**src/rtl/dpdiv_pkg.sv**
```systemverilog
// Shared widths, flag positions, operand class type and NaN helpers for
// the packed divider. Assumes a binary interchange format with an
// explicit sign, biased exponent and hidden leading one.
package dpdiv_pkg;
    localparam int EXP_W  = 11;
    localparam int FRAC_W = 52;
    localparam int WORD_W = 1 + EXP_W + FRAC_W;
    localparam int BIAS   = (1 << (EXP_W - 1)) - 1;
    localparam int SIG_W  = FRAC_W + 1;          // significand with hidden one
    localparam int Q_W    = SIG_W + 3;           // quotient bits incl. spare, guard, round
    localparam int REM_W  = SIG_W + 1;           // partial remainder
    localparam int E_W    = EXP_W + 2;           // signed working exponent
    localparam int ITER   = Q_W;                 // one quotient bit per step

    localparam int F_NAN  = 0;
    localparam int F_IINF = 1;
    localparam int F_ZZ   = 2;
    localparam int F_DZ   = 3;
    localparam int F_OVF  = 4;
    localparam int FLG_W  = 5;

    typedef struct packed {
        logic nan;
        logic inf;
        logic zero;
    } opcls_t;

    localparam logic [WORD_W-1:0] QNAN_DEF =
        {1'b0, {EXP_W{1'b1}}, 1'b1, {(FRAC_W-1){1'b0}}};

    // Force the top fraction bit of a NaN, keeping sign and payload.
    function automatic logic [WORD_W-1:0] quieten(input logic [WORD_W-1:0] x);
        logic [WORD_W-1:0] y;
        y = x;
        y[FRAC_W-1] = 1'b1;
        return y;
    endfunction

    // Signed infinity with the given sign.
    function automatic logic [WORD_W-1:0] inf_of(input logic s);
        return {s, {EXP_W{1'b1}}, {FRAC_W{1'b0}}};
    endfunction
endpackage

```
**src/rtl/dpdiv_classify.sv**
```systemverilog
// Sorts one operand into NaN, infinity or zero. Anything else is normal.
// A zero exponent field counts as zero, so subnormals are flushed here.
module dpdiv_classify
    import dpdiv_pkg::*;
(
    input  logic [WORD_W-1:0] x,
    output opcls_t            cls
);
    logic exp_ones;
    logic exp_zero;
    logic frac_nz;

    // Field tests feeding the class bits.
    always_comb begin
        exp_ones = &x[WORD_W-2:FRAC_W];
        exp_zero = ~|x[WORD_W-2:FRAC_W];
        frac_nz  = |x[FRAC_W-1:0];
        cls.nan  = exp_ones & frac_nz;
        cls.inf  = exp_ones & ~frac_nz;
        cls.zero = exp_zero;
    end
endmodule

```
**src/rtl/dpdiv_ctrl.sv**
```systemverilog
// Shared sequencer. It accepts start only while idle, issues ITER step
// cycles, then one finish cycle, and registers done from the finish cycle.
module dpdiv_ctrl #(
    parameter int ITER = 56
) (
    input  logic clk,
    input  logic rst_n,
    input  logic start,
    output logic load,
    output logic step,
    output logic fin,
    output logic done
);
    localparam int CNT_W = $clog2(ITER + 1);

    logic             busy;
    logic [CNT_W-1:0] cnt;

    // Decode the phase of the current cycle.
    always_comb begin
        load = start && !busy;
        step = busy && (cnt != '0);
        fin  = busy && (cnt == '0);
    end

    // Busy flag, step counter and completion pulse.
    always_ff @(posedge clk) begin
        if (!rst_n) begin
            busy <= 1'b0;
            cnt  <= '0;
            done <= 1'b0;
        end else begin
            done <= fin;
            if (load) begin
                busy <= 1'b1;
                cnt  <= CNT_W'(ITER);
            end else if (step) begin
                cnt  <= cnt - 1'b1;
            end else if (fin) begin
                busy <= 1'b0;
            end
        end
    end

    a_r11_done_single: assert property (@(posedge clk) disable iff (!rst_n)
        done |=> !done);
    a_r12_count_runs_on: assert property (@(posedge clk) disable iff (!rst_n)
        step |=> (busy && cnt == $past(cnt) - 1'b1));
    a_r12_no_reload_busy: assert property (@(posedge clk) disable iff (!rst_n)
        (busy && start) |-> !load);
endmodule

```
**src/rtl/dpdiv_lane.sv**
```systemverilog
// One lane. On load it picks a special result by fixed priority and sets up
// the restoring divider. Step cycles develop one quotient bit each. On fin
// it rounds to nearest even and registers the result and flags.
// It assumes the controller issues exactly ITER steps between load and fin.
module dpdiv_lane
    import dpdiv_pkg::*;
(
    input  logic              clk,
    input  logic              rst_n,
    input  logic              load,
    input  logic              step,
    input  logic              fin,
    input  logic [WORD_W-1:0] op_a,
    input  logic [WORD_W-1:0] op_b,
    output logic [WORD_W-1:0] res,
    output logic [FLG_W-1:0]  flg
);
    localparam logic [E_W-1:0] EXP_MAX = E_W'((1 << EXP_W) - 1);
    localparam logic [E_W-1:0] EXP_MIN = E_W'(1);

    opcls_t ca, cb;
    logic   sgn;

    dpdiv_classify u_cls_a (.x(op_a), .cls(ca));
    dpdiv_classify u_cls_b (.x(op_b), .cls(cb));

    logic              spec_hit;
    logic [WORD_W-1:0] spec_val;
    logic [FLG_W-1:0]  spec_flg;

    // Special-case priority: NaN divisor, NaN dividend, inf/inf, 0/0, inf/x, x/0, 0/x or x/inf.
    always_comb begin
        sgn      = op_a[WORD_W-1] ^ op_b[WORD_W-1];
        spec_hit = 1'b1;
        spec_val = '0;
        spec_flg = '0;
        if (cb.nan) begin
            spec_val        = quieten(op_b);
            spec_flg[F_NAN] = 1'b1;
        end else if (ca.nan) begin
            spec_val        = quieten(op_a);
            spec_flg[F_NAN] = 1'b1;
        end else if (ca.inf && cb.inf) begin
            spec_val         = QNAN_DEF;
            spec_flg[F_IINF] = 1'b1;
        end else if (ca.zero && cb.zero) begin
            spec_val       = QNAN_DEF;
            spec_flg[F_ZZ] = 1'b1;
        end else if (ca.inf) begin
            spec_val = inf_of(sgn);
        end else if (cb.zero) begin
            spec_val       = inf_of(sgn);
            spec_flg[F_DZ] = 1'b1;
        end else if (ca.zero || cb.inf) begin
            spec_val = {sgn, {(WORD_W-1){1'b0}}};
        end else begin
            spec_hit = 1'b0;
        end
    end

    logic              spec_q;
    logic [WORD_W-1:0] spec_val_q;
    logic [FLG_W-1:0]  spec_flg_q;
    logic              sgn_q;
    logic [E_W-1:0]    expd_q;
    logic [SIG_W-1:0]  div_q;
    logic [REM_W-1:0]  rem_q;
    logic [Q_W-1:0]    quo_q;

    logic              rem_ge;
    logic [REM_W-1:0]  rem_nxt;

    // One restoring step: subtract if it fits, then shift left.
    always_comb begin
        rem_ge  = rem_q >= {1'b0, div_q};
        rem_nxt = (rem_ge ? (rem_q - {1'b0, div_q}) : rem_q) << 1;
    end

    logic              hi;
    logic [SIG_W-1:0]  mant;
    logic              grd;
    logic              stk;
    logic              rnd_up;
    logic [SIG_W:0]    sum;
    logic              carry;
    logic              norm_ok;
    logic [E_W-1:0]    e_fin;
    logic              ovf;
    logic              unf;
    logic [WORD_W-1:0] norm_val;

    // Normalize, round to nearest even and range-check the quotient.
    always_comb begin
        hi      = quo_q[Q_W-1];
        mant    = hi ? quo_q[Q_W-1 -: SIG_W] : quo_q[Q_W-2 -: SIG_W];
        grd     = hi ? quo_q[2] : quo_q[1];
        stk     = (hi ? (|quo_q[1:0]) : quo_q[0]) | (|rem_q);
        rnd_up  = grd & (stk | mant[0]);
        sum     = {1'b0, mant} + (SIG_W+1)'(rnd_up);
        carry   = sum[SIG_W];
        norm_ok = sum[SIG_W] | sum[SIG_W-1];
        e_fin   = expd_q - E_W'(!hi) + E_W'(carry);
        ovf     = $signed(e_fin) >= $signed(EXP_MAX);
        unf     = $signed(e_fin) < $signed(EXP_MIN);
        if (ovf)
            norm_val = inf_of(sgn_q);
        else if (unf || !norm_ok)
            norm_val = {sgn_q, {(WORD_W-1){1'b0}}};
        else
            norm_val = {sgn_q, e_fin[EXP_W-1:0], sum[FRAC_W-1:0]};
    end

    // Operand capture, divider iteration and result registers.
    always_ff @(posedge clk) begin
        if (!rst_n) begin
            spec_q     <= 1'b0;
            spec_val_q <= '0;
            spec_flg_q <= '0;
            sgn_q      <= 1'b0;
            expd_q     <= '0;
            div_q      <= '0;
            rem_q      <= '0;
            quo_q      <= '0;
            res        <= '0;
            flg        <= '0;
        end else begin
            flg <= '0;
            if (load) begin
                spec_q     <= spec_hit;
                spec_val_q <= spec_val;
                spec_flg_q <= spec_flg;
                sgn_q      <= sgn;
                expd_q     <= E_W'(op_a[WORD_W-2:FRAC_W]) - E_W'(op_b[WORD_W-2:FRAC_W])
                              + E_W'(BIAS);
                div_q      <= {1'b1, op_b[FRAC_W-1:0]};
                rem_q      <= {2'b01, op_a[FRAC_W-1:0]};
                quo_q      <= '0;
            end else if (step) begin
                rem_q <= rem_nxt;
                quo_q <= {quo_q[Q_W-2:0], rem_ge};
            end else if (fin) begin
                res <= spec_q ? spec_val_q : norm_val;
                flg <= spec_q ? spec_flg_q : (FLG_W'(ovf) << F_OVF);
            end
        end
    end

    a_r9_norm_mantissa: assert property (@(posedge clk) disable iff (!rst_n)
        (fin && !spec_q) |-> norm_ok);
    a_r9_divide_gives_no_nan: assert property (@(posedge clk) disable iff (!rst_n)
        (fin && !spec_q) |=> !((&res[WORD_W-2:FRAC_W]) && (|res[FRAC_W-1:0])));
    a_r2_nan_out_quiet: assert property (@(posedge clk) disable iff (!rst_n)
        (fin && spec_q && spec_flg_q[F_NAN]) |=> (res[FRAC_W-1] && (&res[WORD_W-2:FRAC_W])));
    a_r10_ovf_means_inf: assert property (@(posedge clk) disable iff (!rst_n)
        (fin && !spec_q) |=> (flg[F_OVF] == (res[WORD_W-2:0] == {{EXP_W{1'b1}}, {FRAC_W{1'b0}}})));
endmodule

```
**src/rtl/dp_pair_divider.sv**
```systemverilog
// Top level: LANES independent binary64 division lanes under one sequencer.
// Lane k sits at bits [k*64 +: 64]. The lane flags are ORed into one vector
// that is nonzero only while done is high.
module dp_pair_divider
    import dpdiv_pkg::*;
#(
    parameter int LANES = 2,
    localparam int VEC_W = LANES * WORD_W
) (
    input  logic             clk,
    input  logic             rst_n,
    input  logic             start,
    input  logic [VEC_W-1:0] dividend,
    input  logic [VEC_W-1:0] divisor,
    output logic [VEC_W-1:0] quotient,
    output logic             done,
    output logic [FLG_W-1:0] flags
);
    logic load, step, fin;
    logic [FLG_W-1:0] lane_flg [LANES];

    dpdiv_ctrl #(.ITER(ITER)) u_ctrl (
        .clk   (clk),
        .rst_n (rst_n),
        .start (start),
        .load  (load),
        .step  (step),
        .fin   (fin),
        .done  (done)
    );

    for (genvar k = 0; k < LANES; k++) begin : g_lane
        dpdiv_lane u_lane (
            .clk   (clk),
            .rst_n (rst_n),
            .load  (load),
            .step  (step),
            .fin   (fin),
            .op_a  (dividend[k*WORD_W +: WORD_W]),
            .op_b  (divisor[k*WORD_W +: WORD_W]),
            .res   (quotient[k*WORD_W +: WORD_W]),
            .flg   (lane_flg[k])
        );
    end

    // OR the per-lane flags into the shared vector.
    always_comb begin
        flags = '0;
        for (int k = 0; k < LANES; k++)
            flags = flags | lane_flg[k];
    end

    a_r13_flags_quiet_idle: assert property (@(posedge clk) disable iff (!rst_n)
        !done |-> (flags == '0));
    a_r11_done_follows_finish: assert property (@(posedge clk) disable iff (!rst_n)
        done |-> $past(fin));
endmodule

```
**config.mk**
```make
export PLATFORM = sky130hd
export DESIGN_NAME = dp_pair_divider
export DESIGN_NICKNAME = d
export VERILOG_FILES = /design/src/rtl/dpdiv_pkg.sv /design/src/rtl/dpdiv_classify.sv /design/src/rtl/dpdiv_ctrl.sv /design/src/rtl/dpdiv_lane.sv /design/src/rtl/dp_pair_divider.sv
export SDC_FILE = /design/constraint.sdc
export NUM_CORES = 2
export LEC_CHECK = 0
export BUFFER_PORTS_ARGS = -buffer_cell sky130_fd_sc_hd__buf_2
export CORE_ASPECT_RATIO = 0.5
export CORE_MARGIN = 4
export CORE_UTILIZATION = 30
export DETAILED_ROUTE_END_ITERATION = 8
export MAX_ROUTING_LAYER = met4
export PLACE_DENSITY = 0.47
export SETUP_SLACK_MARGIN = 0.15
export SYNTH_ARGS = -nofsm -noshare
export SYNTH_HDL_FRONTEND = slang
export SYNTH_SLANG_ARGS = --single-unit
```
**constraint.sdc**
```tcl
create_clock -name clk -period 6.1 [get_ports clk]
set_input_delay 1.22 -clock clk [delete_from_list [all_inputs] [get_ports clk]]
set_output_delay 1.22 -clock clk [all_outputs]
set_load 0.02 [all_outputs]
```
==> run metrics <==
Adder-Cell Fraction of Synth Area=under 10%; die height=263 µm; DR vias/cell=5.47; CTS tree=built; GRT met1 Usage=between 20 and 30%; RSZ-0062 raised after global routing=no; Gate Count Post-Synth=roughly 5200; Tightest Hold Check Type=register to register; final setup vio count=0; drt pass-1 iters=7; initial detailed-routing violation count=3197; Reg2Reg Setup Slack=0.42 ns; Worst slew margin=19.0%; hold path cells=2; Worst Hold Endpoint=g_lane[0].u_lane.spec_flg_q[2]; most common cell after layout, fill and taps aside=nand2_1; leakage=17.6 nW; # rows=just over 90; CP peak stage delay=0.60 ns; Fin. Hold Viols=0; fin crit period=5.68 ns; crit end category=register; total CTS buffers=71; max-cap viol count=0; cells on worst reg2reg path=21; power density cells=323 nW/µm²; core area=129000 µm²; final global-route overflow total=0; Die Width=519 µm; Clock transition at path regs=0.06 ns; syn nets=5628; largest net degree at the start of global routing=152; routed wire length=161000 µm; Residual DRC=0; Clk Tree Root Cell=clkbuf_16; Tcrit/Tclk final=93.2%; fraction of synthesized cell area in xor and xnor cells=4.56%; Compound-Gate Fraction of Synth Area=26.1%; M3 GR Usage=~3.1%; first-pass GRT wire length=between 200000 and 250000 µm; Setup TNS Final=0 ns; Worst-Skew Late Latency=0.66 ns; CP max-delay cell=or4_4; Synth Flop Type=dfxtp_1; Peak Freq=176 MHz; H-tree levels=3; NumNets Final=between 5000 and 6000; clk sink count=637; cell count after placement=6987; register area share after synthesis=between 30% and 40%; FF-to-FF End=g_lane[0].u_lane.res[14]; critical-path cell list=mux2i_1 -> nand4bb_4 -> nor4_4 -> nand3_2 -> a21o_1 -> or4_4 -> nor4_4 -> ha_1 -> fa_1 -> a21o_1 -> a21oi_1 -> o21bai_1 -> a21oi_1 -> o21ai_0 -> xnor2_1 -> nor2_1 -> a31o_2 -> or2_2 -> nand4b_4 -> buf_6 -> o22ai_1; WS Path Type=register to register; most frequent cells in the layout=856 x nand2_1, 633 x dfxtp_1, 603 x a21oi_1; Crit Path Max Fanout=28; pre-CTS setup slack=around 0.1 ns; Netlist cell types=85; All-Layer GR Usage=23.2%; worst setup margin=about 0.42 ns; multiplexer area fraction after synthesis=3.97%; outcome=complete, no violations; largest family of logic cells by synthesized area=compound AO/OA/AOI/OAI gates; CP Launch Type=register; ys async rst share=0%; yosys warns=0; DR vias=39000; GR Util met2=38.1%; Worst EP arrival=6.25 ns; global placement routability congestion=0.938; Worst VDD drop=194 µV; Post-synth EDFFs=0; area grow syn2layout=15.2%; Post-Synthesis Mean Instance Area=roughly 7.5 µm²; Final HPWL DP=120000 µm; FF-to-FF Start=g_lane[0].u_lane.quo_q[55]; antenna-violating nets left=0; Hold Path Origin=g_lane[0].u_lane.spec_flg_q[2]; vias in the first global route=37400; Initial Utilization=30.3%; Layout Cells excl Fill=7128; gr busiest metal=met2; IO Pins=393; antenna violations before repair=13; die area=137000 µm²; number of register bits inferred by synthesis=637; Port Buffers=392; simple-gate area share of the yosys netlist=between 20% and 30%; clk buf depth=3; fin. max-slew vios=0; Critical Path RT=6.66 ns; WL/cell=around 23 µm; clock skew=between 0.02 and 0.025 ns; worst-margin pin slew=roughly 1.2 ns; share of post-route cells with drive strength above 1=between 10 and 15%; Synth Cell Area=around 40000 µm²
==> registers in the layout, indices dropped and copies added, names as in the netlist <==
register                  cells
g_lane.u_lane.res           128
u_ctrl.cnt                    6
g_lane.u_lane.sgn_q           2
u_ctrl.done                   1
g_lane.u_lane.rem_q         108
u_ctrl.busy                   1
g_lane.u_lane.div_q         105
g_lane.u_lane.spec_val_q    128
g_lane.u_lane.expd_q         26
g_lane.u_lane.quo_q         112
g_lane.u_lane.flg            10
g_lane.u_lane.spec_q          2
g_lane.u_lane.spec_flg_q      8
==> layout make-up <==
| type | count | area (µm²) |
|---|---|---|
| repair buffers | 449 | 2480 |
| inverters | 245 | 927 |
| diodes | 6 | 15.0 |
| flip-flops and latches | 637 | 12800 |
| multi-input cells | 3951 | 24200 |
| well taps | 1710 | 2140 |
| clock inverters | 35 | 497 |
| fillers | 13700 | 84100 |
| clock buffers | 95 | 2090 |
==> through the flow <==
| stage | hold WS, ns | cell area [µm²] | util (%) | total power [W] |
|---|---|---|---|---|
| after floorplan | 0.415 | 39200 | - | 0.00821 |
| after detailed placement | 0.433 | 42400 | 32.8 | 0.00970 |
| after CTS | 0.452 | 45000 | 34.9 | 0.0147 |
| after global routing | 0.465 | 45100 | 34.9 | 0.0154 |
| after global placement | 0.427 | 42400 | 32.8 | 0.00970 |
| final | 0.449 | 45100 | 34.9 | 0.0146 |
==> routing by layer <==
layer / part of all wire (%) / up-vias
met4: 2.7 / 0
met2: 48 / 988
met5: 0 / -
met3: 4.5 / 190
met1: 45 / 18900
li1: - / 18900
==> what timing repair did <==
item	4_1_cts	5_1_grt
buffers inserted	0	4
endpoints found under the setup margin	28	112
pin swaps	0	1
hold buffers	0	0
hold endpoints to repair	0	0
gates resized for setup	0	6
gates cloned	1	0
==> how the worst max path moves through the flow <==
stage                                          start                        to  slack [ns]  cells after the start
after floorplan           g_lane[0].u_lane.quo_q[55]  g_lane[0].u_lane.res[40]        0.79                     22
after global placement    g_lane[0].u_lane.quo_q[55]  g_lane[0].u_lane.res[16]        0.23                     21
after detailed placement  g_lane[0].u_lane.quo_q[55]  g_lane[0].u_lane.res[20]        0.10                     21
after CTS                 g_lane[0].u_lane.quo_q[55]  g_lane[0].u_lane.res[14]        0.18                     21
after global routing      g_lane[0].u_lane.quo_q[55]  g_lane[0].u_lane.res[59]        0.17                     20
final                     g_lane[0].u_lane.quo_q[55]  g_lane[0].u_lane.res[14]        0.42                     21
==> critical path, delay by kind of cell (launching register included) <==
family / cells / cell delay [ns]
compound gates: 8 / 1.43
flops: 1 / 0.53
xor+xnor: 1 / 0.23
buf+inv: 1 / 0.26
mux: 1 / 0.18
simple gates: 8 / 2.47
fa+ha+maj: 2 / 0.48
==> kinds of logic after synthesis <==
logic type | after synthesis
buffers and inverters | 617
AND/OR/NAND/NOR | 1780
flip-flops | 637
adder cells (fa/ha/maj) | 165
XOR/XNOR | 204
multiplexers | 151
AO/OA/AOI/OAI | 1650
==> cells in the mapped netlist, types with 18 or more instances <==
cell type / instances / share of area, %
a211oi_1: 74 / 1.4
a21o_1: 102 / 2.0
a21oi_1: 605 / 7.7
a221oi_1: 71 / 1.6
a22oi_1: 121 / 2.3
a311oi_1: 29 / 0.65
a31oi_1: 36 / 0.58
and2_1: 41 / 0.66
and3_1: 92 / 1.5
buf_1: 18 / 0.17
clkbuf_1: 321 / 3.1
dfxtp_1: 637 / 33
ha_1: 159 / 5.1
inv_1: 244 / 2.3
mux2_2: 34 / 0.98
mux2i_1: 117 / 3.0
nand2_1: 859 / 8.2
nand2b_1: 42 / 0.67
nand3_1: 97 / 1.2
nand4_1: 69 / 1.1
nor2_1: 279 / 2.7
nor2b_1: 46 / 0.74
nor3_1: 59 / 0.75
nor4_1: 113 / 1.8
o211ai_1: 21 / 0.40
o21a_1: 25 / 0.48
o21ai_0: 316 / 4.0
o21bai_1: 30 / 0.58
o22ai_1: 100 / 1.6
xnor2_1: 121 / 2.7
xor2_1: 83 / 1.9
==> where the power goes <==
part | total, W | switching [W] | internal [W]
clock | 0.00487 | 0.00198 | 0.00289
combinational | 0.00504 | 0.00314 | 0.00190
sequential | 0.00465 | 0.000258 | 0.00439
total | 0.0146 | 0.00538 | 0.00919
No activity file was read; power rests on OpenSTA's default activity.
